File: config.mk
export PLATFORM = sky130hd
export DESIGN_NAME = rnd_slot_picker
export DESIGN_NICKNAME = d
export VERILOG_FILES = /design/src/rtl/rsp_pkg.sv /design/src/rtl/rsp_lcg_next.sv /design/src/rtl/rsp_mod_unit.sv /design/src/rtl/rnd_slot_picker.sv
export SDC_FILE = /design/constraint.sdc
export NUM_CORES = 1
export LEC_CHECK = 0
export BUFFER_PORTS_ARGS = -buffer_cell sky130_fd_sc_hd__buf_2
export CAP_MARGIN = 20
export CORE_MARGIN = 2
export CORE_UTILIZATION = 50
export DETAILED_ROUTE_END_ITERATION = 10
export PLACE_DENSITY = 0.65
export SLEW_MARGIN = 10
export SYNTH_ARGS = -nofsm -noshare
export SYNTH_HDL_FRONTEND = slang
export SYNTH_SLANG_ARGS = --single-unit
File: constraint.sdc
create_clock -name clk -period 11.8 [get_ports clk]
set_clock_uncertainty 0.05 [all_clocks]
set_input_delay 0 -clock clk [delete_from_list [all_inputs] [get_ports clk]]
set_output_delay 0 -clock clk [all_outputs]
set_load 0.01 [all_outputs]
File: src/rtl/rsp_pkg.sv
package rsp_pkg;

  typedef enum logic [1:0] {
    ST_IDLE   = 2'd0,
    ST_STEP   = 2'd1,
    ST_REDUCE = 2'd2
  } rsp_state_e;

endpackage

File: src/rtl/rsp_lcg_next.sv
module rsp_lcg_next #(
  parameter int unsigned SEED_W = 32,
  parameter logic [SEED_W-1:0] MUL = 32'd1103515245,
  parameter logic [SEED_W-1:0] INC = 32'd12345
) (
  input  logic [SEED_W-1:0] seed_i,
  output logic [SEED_W-1:0] seed_o
);

  // Product is truncated to SEED_W bits: arithmetic wraps modulo 2^SEED_W.
  always_comb begin
    seed_o = seed_i * MUL + INC;
  end

endmodule

File: src/rtl/rsp_mod_unit.sv
module rsp_mod_unit #(
  parameter int unsigned NUM_W = 16,
  parameter int unsigned DEN_W = 7
) (
  input  logic             clk,
  input  logic             rst_n,
  input  logic             start_i,
  input  logic [NUM_W-1:0] num_i,
  input  logic [DEN_W-1:0] den_i,
  output logic             done_o,
  output logic [DEN_W-1:0] rem_o
);

  localparam int unsigned CNT_W = $clog2(NUM_W + 1);

  logic [NUM_W-1:0] num_q, num_n;
  logic [DEN_W-1:0] den_q, den_n;
  logic [DEN_W-1:0] rem_q, rem_n;
  logic [CNT_W-1:0] cnt_q, cnt_n;
  logic             run_q, run_n;
  logic             done_q, done_n;

  logic [DEN_W:0] trial;
  logic [DEN_W:0] diff;

  always_comb begin
    trial  = {rem_q, num_q[NUM_W-1]};
    diff   = trial - {1'b0, den_q};
    num_n  = num_q;
    den_n  = den_q;
    rem_n  = rem_q;
    cnt_n  = cnt_q;
    run_n  = run_q;
    done_n = 1'b0;
    if (start_i) begin
      num_n = num_i;
      den_n = den_i;
      rem_n = '0;
      cnt_n = CNT_W'(NUM_W);
      run_n = 1'b1;
    end else if (run_q) begin
      if (trial >= {1'b0, den_q}) begin
        rem_n = diff[DEN_W-1:0];
      end else begin
        rem_n = trial[DEN_W-1:0];
      end
      num_n = num_q << 1;
      cnt_n = cnt_q - 1'b1;
      if (cnt_q == CNT_W'(1)) begin
        run_n  = 1'b0;
        done_n = 1'b1;
      end
    end
  end

  always_ff @(posedge clk or negedge rst_n) begin
    if (!rst_n) begin
      num_q  <= '0;
      den_q  <= '0;
      rem_q  <= '0;
      cnt_q  <= '0;
      run_q  <= 1'b0;
      done_q <= 1'b0;
    end else begin
      num_q  <= num_n;
      den_q  <= den_n;
      rem_q  <= rem_n;
      cnt_q  <= cnt_n;
      run_q  <= run_n;
      done_q <= done_n;
    end
  end

  assign done_o = done_q;
  assign rem_o  = rem_q;

  // the remainder handed back is always below the divisor
  a_r2_rem_below_den: assert property (@(posedge clk) disable iff (!rst_n)
    done_o |-> (rem_o < den_q));

  // the divider is never launched with a zero divisor
  a_r2_den_nonzero: assert property (@(posedge clk) disable iff (!rst_n)
    start_i |-> (den_i != '0));

endmodule

File: src/rtl/rnd_slot_picker.sv
module rnd_slot_picker #(
  parameter int unsigned IDX_W     = 6,
  parameter int unsigned SEED_W    = 32,
  parameter int unsigned TAKE_LSB  = 16,
  parameter logic [SEED_W-1:0] SEED_INIT = 32'd1,
  parameter logic [SEED_W-1:0] LCG_MUL   = 32'd1103515245,
  parameter logic [SEED_W-1:0] LCG_INC   = 32'd12345
) (
  input  logic             clk,
  input  logic             rst_n,
  input  logic             req_i,
  input  logic [IDX_W:0]   total_i,
  input  logic [IDX_W:0]   wired_i,
  output logic             busy_o,
  output logic             valid_o,
  output logic [IDX_W-1:0] idx_o,
  output logic             err_o
);

  import rsp_pkg::*;

  localparam int unsigned CNT_W = IDX_W + 1;
  localparam int unsigned NUM_W = SEED_W - TAKE_LSB;

  rsp_state_e       state_q, state_n;
  logic [SEED_W-1:0] seed_q, seed_n, seed_step;
  logic [IDX_W-1:0] prev_q, prev_n;
  logic [CNT_W-1:0] total_q, total_n;
  logic [CNT_W-1:0] wired_q, wired_n;
  logic [CNT_W-1:0] span_q, span_n;
  logic [IDX_W-1:0] idx_q, idx_n;
  logic             valid_q, valid_n;
  logic             err_q, err_n;

  logic             div_start;
  logic             div_done;
  logic [CNT_W-1:0] div_rem;
  logic [CNT_W-1:0] span_in;
  logic [CNT_W-1:0] last_in;
  logic             bad_in;
  logic [CNT_W-1:0] cand;

  rsp_lcg_next #(
    .SEED_W (SEED_W),
    .MUL    (LCG_MUL),
    .INC    (LCG_INC)
  ) u_lcg (
    .seed_i (seed_q),
    .seed_o (seed_step)
  );

  rsp_mod_unit #(
    .NUM_W (NUM_W),
    .DEN_W (CNT_W)
  ) u_mod (
    .clk     (clk),
    .rst_n   (rst_n),
    .start_i (div_start),
    .num_i   (seed_step[SEED_W-1:TAKE_LSB]),
    .den_i   (span_q),
    .done_o  (div_done),
    .rem_o   (div_rem)
  );

  always_comb begin
    span_in   = total_i - wired_i;
    last_in   = total_i - 1'b1;
    bad_in    = (wired_i >= total_i);
    cand      = div_rem + wired_q;
    state_n   = state_q;
    seed_n    = seed_q;
    prev_n    = prev_q;
    total_n   = total_q;
    wired_n   = wired_q;
    span_n    = span_q;
    idx_n     = idx_q;
    valid_n   = 1'b0;
    err_n     = 1'b0;
    div_start = 1'b0;
    unique case (state_q)
      ST_IDLE: begin
        if (req_i) begin
          total_n = total_i;
          wired_n = wired_i;
          span_n  = span_in;
          if (bad_in) begin
            idx_n   = last_in[IDX_W-1:0];
            err_n   = 1'b1;
            valid_n = 1'b1;
          end else if (span_in == CNT_W'(1)) begin
            idx_n   = last_in[IDX_W-1:0];
            valid_n = 1'b1;
          end else begin
            state_n = ST_STEP;
          end
        end
      end
      ST_STEP: begin
        seed_n    = seed_step;
        div_start = 1'b1;
        state_n   = ST_REDUCE;
      end
      ST_REDUCE: begin
        if (div_done) begin
          if (cand == {1'b0, prev_q}) begin
            state_n = ST_STEP;
          end else begin
            idx_n   = cand[IDX_W-1:0];
            prev_n  = cand[IDX_W-1:0];
            valid_n = 1'b1;
            state_n = ST_IDLE;
          end
        end
      end
      default: state_n = ST_IDLE;
    endcase
  end

  always_ff @(posedge clk or negedge rst_n) begin
    if (!rst_n) begin
      state_q <= ST_IDLE;
      seed_q  <= SEED_INIT;
      prev_q  <= '0;
      total_q <= '0;
      wired_q <= '0;
      span_q  <= '0;
      idx_q   <= '0;
      valid_q <= 1'b0;
      err_q   <= 1'b0;
    end else begin
      state_q <= state_n;
      seed_q  <= seed_n;
      prev_q  <= prev_n;
      total_q <= total_n;
      wired_q <= wired_n;
      span_q  <= span_n;
      idx_q   <= idx_n;
      valid_q <= valid_n;
      err_q   <= err_n;
    end
  end

  assign busy_o  = (state_q != ST_IDLE);
  assign valid_o = valid_q;
  assign idx_o   = idx_q;
  assign err_o   = err_q;

  // the generator state moves only in the step state
  a_r1_seed_moves_in_step: assert property (@(posedge clk) disable iff (!rst_n)
    (state_q != ST_STEP) |=> $stable(seed_q));

  // a normal result lies inside the free window
  a_r2_in_window: assert property (@(posedge clk) disable iff (!rst_n)
    (valid_o && !err_o) |-> (({1'b0, idx_o} >= wired_q) && ({1'b0, idx_o} < total_q)));

  // a normal pick differs from the index remembered before it
  a_r3_no_repeat: assert property (@(posedge clk) disable iff (!rst_n)
    (valid_o && !err_o && (span_q != CNT_W'(1))) |-> (idx_o != $past(prev_q)));

  // the single-slot case hands back the top slot
  a_r4_single_top: assert property (@(posedge clk) disable iff (!rst_n)
    (valid_o && !err_o && (span_q == CNT_W'(1))) |-> ({1'b0, idx_o} == total_q - 1'b1));

  // a result appears only while idle
  a_r7_valid_idle: assert property (@(posedge clk) disable iff (!rst_n)
    valid_o |-> !busy_o);

  // sampled configuration is frozen while busy
  a_r9_cfg_frozen: assert property (@(posedge clk) disable iff (!rst_n)
    (busy_o && $past(busy_o)) |-> ($stable(total_q) && $stable(wired_q)));

  // error flag only with a strobe, carrying the top slot
  a_r10_err_top: assert property (@(posedge clk) disable iff (!rst_n)
    err_o |-> (valid_o && (idx_o == IDX_W'(total_q - 1'b1))));

endmodule

# Word level (Yosys, flattened, before mapping)
# Index checks and enable logic that the tools add are counted.
# word_totals
out_inout_bits	9
wordCells	78
reg_bits	99
# classes
n_bitwise	1
order_cmp	2
muxes	35
n_addsub	6
reduce_logical	8
eq_ne	11
n_mul	1
# ops
operator	count
$add 32x14->32 const B	1
$mul 32x31->32 const B	1
$mux 16	2
$mux 6	5
$mux 7	3
$mux 1	16
$sub 7x7->7	2
$pmux 6 s2	1
$mux 5	2
$ge 8x7->1	1
$mux 2	4
$ne 2x2->1 const B	4
$add 7x7->7	1
$eq 7x1->1 const B	1
$eq 7x6->1	1
$ge 7x7->1	1
$pmux 2 s3	1
$reduce_bool 2->1	3
$sub 6x1->6 const B	1
$eq 5x1->1 const B	1
$reduce_and 5->1	1
$sub 5x1->5 const B	1
$reduce_and 4->1	1
$ne 3x3->1 const B	1
other kinds (8)	8

# Longest topological paths before layout
# logic_depth
word_depth	6
mapped_depth	25

# By module
# Synthesis repeated with hierarchy kept, for this count alone.
# hier_totals
hier_cells	1479
hier_area_um2	14436.3
# by_module_without_submodules
mod	instances	area_per_inst_um2	cells_each
rsp_lcg_next	1	9192.6	989
rnd_slot_picker	1	3255.6	277
rsp_mod_unit	1	1988.2	213

# Least setup slack after synthesis
# OpenSTA, ideal clock, no wires.
# synth_path
kind	flip-flop to flip-flop
start	reg seed_q[8]
end	reg u_mod.num_q[14]
path_stages_with_launch	24
slack_ns	5.396
period_less_slack_ns	6.404
setup_ns	0.120
arrival_time_ns	6.234
cell_sequence	dfrtp_1 ha_1 xor2_1 ha_1 a21o_1 fa_1 inv_1 fa_1 inv_1 fa_1 inv_1 fa_1 inv_1 fa_1 fa_1 ha_1 a21o_1 a21o_1 a21oi_1 nand3_1 o21ai_0 a211oi_1 or3_1 a31o_2
# synth_via
elab_chain_cells	3
# synth_rtl
item	line_no	source
start: declaration	rnd_slot_picker.sv:26	logic [SEED_W-1:0] seed_q, seed_n, seed_step;
start signal: assignment	rnd_slot_picker.sv:132	seed_q <= seed_n;
$mul 32x31->32	rsp_lcg_next.sv:12	seed_o = seed_i * MUL + INC;
$add 32x14->32	rsp_lcg_next.sv:12	
$mux 16	rsp_mod_unit.sv:35	if (start_i) begin
end signal: assignment	rsp_mod_unit.sv:65	num_q <= num_n;
end: declaration	rsp_mod_unit.sv:16	logic [NUM_W-1:0] num_q, num_n;
# No other way between the ends.
# A chain may end at the register's enable or synchronous reset.

# Final worst setup path
# layout_path
start	reg seed_q[7]
end	reg u_mod.num_q[14]
# The elaborated chain is that of the path after synthesis.

==> results by group <==
Timing
  – Rel. slew slack: 0.5253
  – Max Slew Vio Count: 0
  – Count of final hold-check violations: 0
  – Tmin final: 7.058 ns
  – Final TNS setup: 0 ns
  – Worst Max-Slew Pin Slew: 0.7120 ns
  – Tcrit/Tclk final: 0.5981
  – RSZ-0062 raised after global routing: no
  – Fmax: 0.1417 GHz
  – Final setup fails: 0

Logic synthesis
  – Mapped Area: 0.01414 mm²
  – Post-synthesis sequential area ratio: 0.1752
  – Post-synth top area cell: fa_1
  – #FFs+latches synth: 99
  – Syn. warnings: 0
  – Share of the synthesized area in the top cell type: 0.2746
  – Post-synth top flop: dfrtp_1
  – Synth area leaders: fa_1 27%, ha_1 20%, dfrtp_1 17%
  – Yosys cell types: 57
  – Syn Nets: 1906
  – EDFF count, synth: 0
  – Synthesized instance count: 1468
  – Syn avg cell area: 9.635 µm²
  – Asr flop ratio synth: 1.000

Critical path
  – WS Path Type: flop to flop
  – Startpoint class of the critical path: flop
  – Req. time, crit path: 11.99 ns
  – R2r setup slk: 4.74 ns
  – Critical Path End Type: flop
  – Crit path DAT: 7.25 ns
  – CP Max Fanout: 8

Clock tree
  – Clock root buffer: clkbuf_16
  – Post-CTS setup buffers: 0
  – Worst-path clk slew: 0.08 ns
  – Clock sinks: 99
  – CTS H-tree lvls: 3
  – Worst skew pair latency: 0.36 ns
  – Cts bufs inserted: 9
  – Post-CTS Hold Buffers: 9
  – Post-CTS sizing: 0
  – CTS tree: yes
  – Longest Clk Path Bufs: 2

Global route
  – Largest net degree at the start of global routing: 57
  – Vias in the first global route: 10530
  – Initial antenna violation count: 0
  – Met1 GRT Util: 0.3556
  – GR peak layer: met2
  – First-pass GRT wire length: 56170 µm
  – Total congestion overflow: 0
  – Met3 Use GR: 0.03479
  – Tot GR Track Use: 0.2505
  – Met2 usage: 0.4016

Layout
  – Antenna cell count: 0
  – Ratio of cells with drive above 1 in the final layout: 0.05013
  – Nets@finish: 1929
  – Final Instance Area: 0.01509 mm²
  – Area Growth Syn to Fin: 6.652%

Floorplanning
  – Die height: 172.2 µm
  – I/O pin count: 26
  – Core region area: 0.02778 mm²
  – Die width: 172.2 µm
  – Die area: 0.02965 mm²
  – Starting Density: 0.5091
  – Std cell rows: 61

Routing
  – Routed len/inst: 17.90 µm
  – Routed wire length: 33540 µm
  – Iteration-0 DRC Markers: 554
  – Routed vias: 9726
  – ANT nets after route: 0
  – DRC: 0
  – Vias/cell: 5.190
  – Pre-antenna DRT Iters: 5

Placement
  – GP Congestion: 0.9462
  – Final HPWL DP: 29040 µm
  – DP Area: 0.01468 mm²
  – Buffers on Ports: 25

Worst hold path
  – Hold Crit Class: input port to flop

Status
  – Result of the run: completed

Job
  – Max_cap viols: 0
[flip-flops by register name (all words and copies together), names as in the netlist]
register	count
seed_q	32
state_q	2
span_q	7
wired_q	7
idx_o	6
u_mod.done_o	1
u_mod.den_q	7
u_mod.num_q	16
u_mod.cnt_q	5
err_o	1
u_mod.rem_o	7
prev_q	6
valid_o	1
u_mod.run_q	1
[placed cells by master (no fill, tap or decap), types with 17 or more instances in the layout]
cell type  Yosys  routed
xor2_1        25      25
nor2_1        41      41
inv_1        401     401
a21o_1        17      17
nand2_1       82      82
a211oi_1      17      17
fa_1         194     194
dfrtp_1       98      98
buf_2          1      24
o21ai_0       67      67
a21oi_1       43      43
xnor2_1       55      55
ha_1         227     227
[worst max-delay path: stages (launching register included)]
cell and delay, ns:
dfrtp_1 0.53, ha_1 0.57, fa_1 0.53, fa_1 0.56, inv_1 0.05, fa_1 0.49, inv_1 0.05, ha_1 0.26
inv_1 0.05, fa_1 0.53, inv_1 0.05, fa_1 0.50, fa_1 0.43, ha_1 0.39, nand4_1 0.21, nor4_1 0.30
o21ai_0 0.18, a21oi_1 0.27, o21ai_0 0.22, a211oi_1 0.29, o21ai_0 0.17, a31o_2 0.26
[kinds of logic (layout without fill, tap and decap cells)]
family                   count (synthesis)  after routing  share of synthesized area
AO/OA/AOI/OAI                          197            197                    0.08810
buffers and inverters                  427            455                     0.1140
adder cells (fa/ha/maj)                421            421                     0.4754
multiplexers                            31             31                    0.02335
flip-flops                              99             99                     0.1752
AND/OR/NAND/NOR                        211            211                    0.07121
XOR/XNOR                                82             82                    0.05272
[path summary, 6_finish.rpt]
check                                 from  cells past startpoint         endpoint
worst max register to register   seed_q[7]                     21  u_mod.num_q[14]
worst min register to register   span_q[4]                      2   u_mod.den_q[4]
worst min-delay path            total_i[0]                      3         idx_o[0]
worst max-delay path             seed_q[7]                     21  u_mod.num_q[14]
min in group asynchronous            rst_n                      2         idx_o[4]
max in group asynchronous            rst_n                      3       seed_q[12]
[synthesized netlist by cell type (2+ instances only)]
cell type / count
a211oi_1: 17
nor4_1: 2
a311oi_1: 2
a21oi_1: 43
ha_1: 227
or3_1: 6
nand2_1: 82
a21boi_0: 3
fa_1: 194
o21ai_0: 67
nand3_1: 11
xnor3_1: 2
o22ai_1: 3
nand3b_1: 3
nor2_1: 41
dfrtp_1: 98
a21o_1: 17
inv_1: 401
a31oi_1: 4
mux2i_1: 15
mux2_2: 16
o31ai_1: 3
o311ai_0: 2
xor2_1: 25
xnor2_1: 55
a311o_1: 2
a2111oi_0: 2
and4_1: 3
o2111ai_1: 2
o211a_1: 2
o21a_1: 6
buf_1: 2
nor2b_1: 15
a31o_2: 4
nor3b_1: 6
o21bai_1: 7
clkbuf_1: 21
and2_1: 8
nand4_1: 6
or2_2: 5
nand2b_1: 5
nor4b_1: 2
nor3_1: 15
o211ai_1: 3
[final cells by class]
type | count | area [µm²]
fill | 2536 | 12700
multi-input combinational | 942 | 10060
clock inverter | 7 | 92.59
timing repair buffer | 38 | 247.7
clock buffer | 9 | 225.2
tap | 378 | 473.0
sequential | 99 | 2479
inverter | 401 | 1505
[layer usage]
layer	vias up	wire [µm]
met2	190	15530
li1	4649	-
met1	4835	15740
met5	-	0
met3	52	1324
met4	0	954
[through the flow]
stage | utilization | hold slack [ns] | setup WS [ns] | std cells
floorplan | - | -0.3456 | 5.396 | 1468
global placement | 0.5283 | 0.03666 | 4.963 | 1849
detailed placement | 0.5283 | 0.04027 | 4.906 | 1849
CTS | 0.5430 | 0.01068 | 4.828 | 1874
global route | 0.5430 | 0.02853 | 4.407 | 1874
finish | 0.5430 | 0.01611 | 4.742 | 1874
Power is not shown: default switching activity piles up to over one toggle a cycle in this logic, so the estimate is an artifact.
